## config.mk

```make
export PLATFORM = sky130hd
export DESIGN_NAME = nvm_word_fetch
export DESIGN_NICKNAME = d
export VERILOG_FILES = /design/src/rtl/nvm_fetch_pkg.sv /design/src/rtl/nvm_sclk_tick.sv /design/src/rtl/nvm_spi_reader.sv /design/src/rtl/nvm_fetch_regs.sv /design/src/rtl/nvm_word_fetch.sv
export SDC_FILE = /design/constraint.sdc
export NUM_CORES = 1
export LEC_CHECK = 0
export BUFFER_PORTS_ARGS = -buffer_cell sky130_fd_sc_hd__buf_2
export CORE_MARGIN = 2
export CORE_UTILIZATION = 50
export CTS_CLUSTER_SIZE = 16
export DETAILED_ROUTE_END_ITERATION = 7
export PLACE_DENSITY = 0.74
export REMOVE_ABC_BUFFERS = 1
export SYNTH_ARGS = -nofsm -noshare
export SYNTH_HDL_FRONTEND = slang
export SYNTH_HIERARCHICAL = 1
export SYNTH_SLANG_ARGS = --single-unit
```

## constraint.sdc

```tcl
create_clock -name clk_i -period 3 [get_ports clk_i]
set_input_delay 0.3 -clock clk_i [delete_from_list [all_inputs] [get_ports clk_i]]
set_output_delay 0.3 -clock clk_i [all_outputs]
set_load 0.1 [all_outputs]
```

## src/rtl/nvm_fetch_pkg.sv

```systemverilog
package nvm_fetch_pkg;
  localparam int unsigned REG_W   = 32;
  localparam int unsigned CMD_W   = 8;
  localparam int unsigned ADDR_W  = 14;
  localparam int unsigned BADDR_W = 16;
  localparam int unsigned DATA_W  = 16;
  localparam int unsigned ADDR_LSB = 2;
  localparam int unsigned DATA_LSB = 16;
  localparam logic [CMD_W-1:0] READ_OP = 8'h03;

  typedef enum logic [1:0] {
    SEQ_IDLE,
    SEQ_SHIFT,
    SEQ_GAP
  } seq_state_e;
endpackage

```

## src/rtl/nvm_sclk_tick.sv

```systemverilog
module nvm_sclk_tick #(
  parameter int unsigned SCK_HALF_DIV = 2
) (
  input  logic clk_i,
  input  logic rst_ni,
  input  logic run_i,
  input  logic clear_i,
  output logic tick_o
);
  localparam int unsigned CW = $clog2(SCK_HALF_DIV + 1);
  localparam logic [CW-1:0] LAST = CW'(SCK_HALF_DIV - 1);

  logic [CW-1:0] cnt_q;

  assign tick_o = run_i && (cnt_q == LAST);

  always_ff @(posedge clk_i or negedge rst_ni) begin
    if (!rst_ni)      cnt_q <= '0;
    else if (clear_i) cnt_q <= '0;
    else if (run_i)   cnt_q <= tick_o ? '0 : cnt_q + 1'b1;
  end
endmodule

```

## src/rtl/nvm_spi_reader.sv

```systemverilog
module nvm_spi_reader
  import nvm_fetch_pkg::*;
#(
  parameter int unsigned SCK_HALF_DIV = 2
) (
  input  logic              clk_i,
  input  logic              rst_ni,
  input  logic              start_i,
  input  logic [ADDR_W-1:0] addr_i,
  output logic              launch_o,
  output logic              busy_o,
  output logic              fin_o,
  output logic [DATA_W-1:0] word_o,
  output logic              spi_cs_no,
  output logic              spi_sck_o,
  output logic              spi_mosi_o,
  input  logic              spi_miso_i
);
  localparam int unsigned TX_W    = CMD_W + BADDR_W;
  localparam int unsigned FRAME_W = TX_W + DATA_W;
  localparam int unsigned CNT_W   = $clog2(FRAME_W);
  localparam int unsigned PAD_W   = BADDR_W - ADDR_W - 1;
  localparam int unsigned GAP_MIN = 2 * SCK_HALF_DIV;
  localparam int unsigned GAP_CW  = $clog2(GAP_MIN + 1) + 1;

  seq_state_e        state_q;
  logic [TX_W-1:0]   tx_q;
  logic [DATA_W-1:0] rx_q;
  logic [CNT_W-1:0]  bit_cnt_q;
  logic              sck_q, cs_n_q, gap_tick_q;
  logic              tick, last_bit;
  logic [BADDR_W-1:0] byte_addr;

  nvm_sclk_tick #(.SCK_HALF_DIV(SCK_HALF_DIV)) i_tick (
    .clk_i   (clk_i),
    .rst_ni  (rst_ni),
    .run_i   (state_q != SEQ_IDLE),
    .clear_i (launch_o),
    .tick_o  (tick)
  );

  assign byte_addr = {{PAD_W{1'b0}}, addr_i, 1'b0};
  assign launch_o  = (state_q == SEQ_IDLE) && start_i;
  assign busy_o    = (state_q == SEQ_SHIFT);
  assign last_bit  = (bit_cnt_q == CNT_W'(FRAME_W - 1));
  assign fin_o     = busy_o && tick && sck_q && last_bit;
  assign word_o    = rx_q;
  assign spi_cs_no  = cs_n_q;
  assign spi_sck_o  = sck_q;
  assign spi_mosi_o = tx_q[TX_W-1];

  always_ff @(posedge clk_i or negedge rst_ni) begin
    if (!rst_ni) begin
      state_q    <= SEQ_IDLE;
      tx_q       <= '0;
      rx_q       <= '0;
      bit_cnt_q  <= '0;
      sck_q      <= 1'b0;
      cs_n_q     <= 1'b1;
      gap_tick_q <= 1'b0;
    end else begin
      unique case (state_q)
        SEQ_IDLE: if (launch_o) begin
          tx_q      <= {READ_OP, byte_addr};
          bit_cnt_q <= '0;
          cs_n_q    <= 1'b0;
          state_q   <= SEQ_SHIFT;
        end
        SEQ_SHIFT: if (tick) begin
          if (!sck_q) begin
            sck_q <= 1'b1;
            rx_q  <= {rx_q[DATA_W-2:0], spi_miso_i};
          end else begin
            sck_q <= 1'b0;
            if (last_bit) begin
              cs_n_q     <= 1'b1;
              gap_tick_q <= 1'b0;
              state_q    <= SEQ_GAP;
            end else begin
              bit_cnt_q <= bit_cnt_q + 1'b1;
              tx_q      <= {tx_q[TX_W-2:0], 1'b0};
            end
          end
        end
        SEQ_GAP: if (tick) begin
          if (gap_tick_q) state_q <= SEQ_IDLE;
          else            gap_tick_q <= 1'b1;
        end
        default: state_q <= SEQ_IDLE;
      endcase
    end
  end

  // cycles spent with chip select high, saturating; checker only
  logic [GAP_CW-1:0] gap_q;
  always_ff @(posedge clk_i or negedge rst_ni) begin
    if (!rst_ni)          gap_q <= '1;
    else if (!cs_n_q)     gap_q <= '0;
    else if (gap_q != '1) gap_q <= gap_q + 1'b1;
  end

  assert_idle_lines_R1: assert property (@(posedge clk_i) disable iff (!rst_ni)
    spi_cs_no |-> !spi_sck_o);
  assert_frame_len_R3: assert property (@(posedge clk_i) disable iff (!rst_ni)
    $rose(spi_cs_no) |-> $past(bit_cnt_q) == CNT_W'(FRAME_W - 1));
  assert_cs_gap_R8: assert property (@(posedge clk_i) disable iff (!rst_ni)
    $fell(spi_cs_no) |-> gap_q >= GAP_CW'(GAP_MIN));
endmodule

```

## src/rtl/nvm_fetch_regs.sv

```systemverilog
module nvm_fetch_regs
  import nvm_fetch_pkg::*;
(
  input  logic              clk_i,
  input  logic              rst_ni,
  input  logic              we_i,
  input  logic [REG_W-1:0]  wdata_i,
  input  logic              busy_i,
  input  logic              launch_i,
  input  logic              fin_i,
  input  logic [DATA_W-1:0] word_i,
  output logic [REG_W-1:0]  rdata_o,
  output logic              start_o,
  output logic [ADDR_W-1:0] addr_o
);
  logic              start_q, done_q, accept;
  logic [ADDR_W-1:0] addr_q;
  logic [DATA_W-1:0] data_q;
  logic              unused_wbits;

  assign unused_wbits = ^{wdata_i[REG_W-1:DATA_LSB], wdata_i[1]};
  assign accept  = we_i && !start_q && !busy_i;
  assign rdata_o = {data_q, addr_q, done_q, start_q};
  assign start_o = start_q;
  assign addr_o  = addr_q;

  always_ff @(posedge clk_i or negedge rst_ni) begin
    if (!rst_ni) begin
      start_q <= 1'b0;
      done_q  <= 1'b0;
      addr_q  <= '0;
      data_q  <= '0;
    end else begin
      if (launch_i) start_q <= 1'b0;
      if (accept) begin
        addr_q <= wdata_i[ADDR_LSB +: ADDR_W];
        if (wdata_i[0]) begin
          start_q <= 1'b1;
          done_q  <= 1'b0;
        end
      end
      if (fin_i) begin
        done_q <= 1'b1;
        data_q <= word_i;
      end
    end
  end

  assert_busy_write_ignored_R7: assert property (@(posedge clk_i) disable iff (!rst_ni)
    we_i && (start_q || busy_i) |=> $stable(addr_q));
  assert_done_low_busy_R5: assert property (@(posedge clk_i) disable iff (!rst_ni)
    busy_i |-> !done_q);
  assert_start_clears_R2: assert property (@(posedge clk_i) disable iff (!rst_ni)
    $fell(start_q) |-> busy_i);
endmodule

```

## src/rtl/nvm_word_fetch.sv

```systemverilog
module nvm_word_fetch
  import nvm_fetch_pkg::*;
#(
  parameter int unsigned SCK_HALF_DIV = 2
) (
  input  logic        clk_i,
  input  logic        rst_ni,
  input  logic        reg_we_i,
  input  logic [31:0] reg_wdata_i,
  output logic [31:0] reg_rdata_o,
  output logic        spi_cs_no,
  output logic        spi_sck_o,
  output logic        spi_mosi_o,
  input  logic        spi_miso_i
);
  logic              start, launch, busy, fin;
  logic [ADDR_W-1:0] addr;
  logic [DATA_W-1:0] word;

  nvm_fetch_regs i_regs (
    .clk_i    (clk_i),
    .rst_ni   (rst_ni),
    .we_i     (reg_we_i),
    .wdata_i  (reg_wdata_i),
    .busy_i   (busy),
    .launch_i (launch),
    .fin_i    (fin),
    .word_i   (word),
    .rdata_o  (reg_rdata_o),
    .start_o  (start),
    .addr_o   (addr)
  );

  nvm_spi_reader #(.SCK_HALF_DIV(SCK_HALF_DIV)) i_reader (
    .clk_i      (clk_i),
    .rst_ni     (rst_ni),
    .start_i    (start),
    .addr_i     (addr),
    .launch_o   (launch),
    .busy_o     (busy),
    .fin_o      (fin),
    .word_o     (word),
    .spi_cs_no  (spi_cs_no),
    .spi_sck_o  (spi_sck_o),
    .spi_mosi_o (spi_mosi_o),
    .spi_miso_i (spi_miso_i)
  );
endmodule

```

==> run_results.csv <==
group,metric,value,unit
die,die_w,89.7,um
detailed_routing,drc_errors,0,
clock_tree,htree_levels,3,
sta,maxSlewViolCount,0,
worst_hold_path,min_path_type,"input port to async pin",
clock_tree,cts_tree,"done",
sta,max_freq,430,MHz
clock_tree,clock_sinks,84,
worst_setup_path,worst_setup_path_start_kind,"flip-flop",
placed_design,port_buffers,53,
die,core,0.00718,mm^2
detailed_routing,wl_per_cell,14.2,um
clock_tree,clkTransAtPathRegs,80,ps
grt,grt_max_degree,85,
synthesis,netlist_area,0.00368,mm^2
synthesis,ys_seq_elements,84,
sta,setup_violations,0,
sta,finalHoldViolCount,0,
sta,setup_tns,0,ps
worst_setup_path,arrival,2520,ps
clock_tree,worstSkewPairLatency,350,ps
finish,layout_commonest_cell,"dfrtp_1",
finish,nets,363,
detailed_routing,drt_wl_total,6110,um
worst_setup_path,critical_path.endpoint_type,"flip-flop",
clock_tree,postCtsHoldBufs,0,
synthesis,netlist_instances,286,
grt,grt_pass1_vias,2183,
grt,grt_first_pass_wirelength,10600,um
job,max_cap_viol_count,0,
die,dieArea,0.00805,mm^2
detailed_routing,first_iter_violations,113,
synthesis,synthFlopType,"dfrtp_1",
power_and_ir_drop,leakage,0.00206,uW
sta,skew,11.2,ps
detailed_routing,ant_nets,0,
placed_design,place_congestion,0.789,
worst_setup_path,critPathTopFamily,"simple AND/OR/NAND/NOR gates",
synthesis,syn_avg_cell_area,12.9,um^2
sta,fin_crit,2330,ps
clock_tree,cts_resized,0,
placed_design,hpwl,3910,um
die,initial_core_util,0.512,
clock_tree,root_buffer,"clkbuf_8",
worst_setup_path,cpMaxStageDelayCell,"or2_1",
grt,grt_overflow,0,
power_and_ir_drop,ir_worst_vdd,319,uV
finish,antenna_cells,0,
sta,min_period_over_period,0.776,
clock_tree,cts.path.max_buffers,2,
worst_setup_path,crit_top_cell,"nor2_1",
worst_setup_path,critical_path_class,"flip-flop to flip-flop",
detailed_routing,vias,2236,
run_status,status,"finished, final reports clean",
synthesis,yosysSeqAreaShare,0.572,
clock_tree,post_cts_buffers,0,
synthesis,synth_cell_types,40,
detailed_routing,via_per_inst,5.20,
worst_setup_path,critPathMaxFanout,13,
synthesis,ys_warn_count,6,
die,die_h,89.7,um
grt,grtUsageTotal,0.164,
sta,slew-limit-headroom,0.315,
finish,nFillCells,600,
worst_setup_path,worstPathCellList,"nor2_1 -> inv_1 -> nand2_1 -> nor2_1 -> buf_4 -> nand4b_4 -> a21oi_4 -> or2_1 -> a21oi_1",
finish,final_cell_mix,"83 x dfrtp_1, 52 x buf_2, 47 x mux2_2, 25 x nand2_1, 14 x o21ai_0",
sta,whs,120,ps
finish,syn_to_final_growth,11.6,%
worst_setup_path,crit_required,3200,ps
worst_setup_path,critPathBufInv,2,
clock_tree,cts_buffers,9,
synthesis,async_flop_share,1.00,
die,rows,31,
die,io_pins,71,
grt,antenna_found_initial,0,
worst_setup_path,critPathMaxStageDelay,530,ps
power_and_ir_drop,power.density,551,mW/mm^2
sta,rsz0062_at_grt,"no",
finish,drive_gt1_frac,0.411,
sta,worst_slew_pin_slew,1030,ps
detailed_routing,drtPass1Iterations,4,
synthesis,synth_edf_count,0,
-- per-stage QoR --
step	utilization	total power, uW	std cells	instance area [um^2]	setup slack (ps)
floorplan	-	1290	257	3440	311
global placement	0.539	1340	414	3870	724
detailed placement	0.539	1340	414	3870	722
CTS	0.572	2280	430	4100	648
global route	0.572	2350	430	4100	403
finish	0.572	2260	430	4100	673
-- layer usage --
layer	global-route usage	wire length (um)	up-vias
met5	0	0	-
met4	0.0987	153	0
met3	0.0260	141	11
met2	0.253	2930	35
met1	0.220	2880	1129
li1	-	-	1061
-- cell usage after synthesis, types with 3 or more instances --
cell type	instances	area [um^2]
a21oi_1	9	45.0
a21oi_2	8	70.1
nor2_1	10	37.5
buf_2	4	20.0
mux2_2	47	529
buf_6	5	56.3
dfrtp_1	83	2080
xnor2_1	3	26.3
nor3_1	13	65.1
nand3_1	4	20.0
buf_4	18	135
nand2_1	25	93.8
inv_1	3	11.3
mux2i_1	13	130
o21ai_0	14	70.1
-- cell families (layout without fill, tap and decap cells) --
group | after synthesis | after routing | share of synthesized area
simple gates | 65 | 65 | 0.0990
buf+inv | 33 | 78 | 0.0681
flops | 84 | 84 | 0.572
xor+xnor | 4 | 4 | 0.00953
mux | 60 | 60 | 0.179
compound gates | 39 | 39 | 0.0684
fa+ha+maj | 1 | 1 | 0.00340
-- final timing paths --
path	from	endpoint	slack (ps)	cells after the start
worst max-delay path	i_reader/state_q[0]	i_reader/tx_q[7]	670	9
worst min-delay path	rst_ni	i_regs/addr_o[11]	120	1
worst max register to register	i_reader/state_q[0]	i_reader/tx_q[7]	670	9
worst min register to register	i_regs/done_q	i_regs/done_q	480	1
max in group asynchronous	rst_ni	i_reader/state_q[0]	2220	1
min in group clk_i	reg_wdata_i[14]	i_regs/addr_o[12]	180	2
-- worst register-to-register path, cell delays in order (launching register included) --
cell and delay (ps):
dfrtp_1 480, nor2_1 100, inv_1 90, nand2_1 70, nor2_1 110, buf_4 170, nand4b_4 150, a21oi_4 340
or2_1 540, a21oi_1 140
-- cell type report --
class | instances | area, um^2 | share of cell area
inverters | 4 | 15.0 | 0.00366
well taps | 99 | 124 | 0.0302
flip-flops and latches | 84 | 2100 | 0.513
clock buffers | 11 | 131 | 0.0320
repair buffers | 58 | 305 | 0.0744
clock inverters | 5 | 100 | 0.0244
multi-input cells | 169 | 1320 | 0.322
-- registers in the layout, summed over array words and instances (netlist names) --
register,cells
i_reader/bit_cnt_q,6
i_reader/state_q,2
i_reader/tx_q,23
i_reader/spi_cs_no,1
i_regs/start_o,1
i_regs/addr_o,14
i_reader/word_o,16
i_regs/data_q,16
i_regs/done_q,1
i_reader/gap_tick_q,1
i_reader/i_tick/cnt_q,2
i_reader/spi_sck_o,1
-- power breakdown --
| part | leakage [uW] | switching (uW) | internal (uW) | total (uW) |
|---|---|---|---|---|
| registers | 0.00110 | 17.3 | 1160 | 1170 |
| logic | 0.000838 | 113 | 32.7 | 146 |
| clock network | 0.000117 | 388 | 551 | 940 |
| total | 0.00206 | 518 | 1740 | 2260 |
Power figures use the tool's default switching activity.
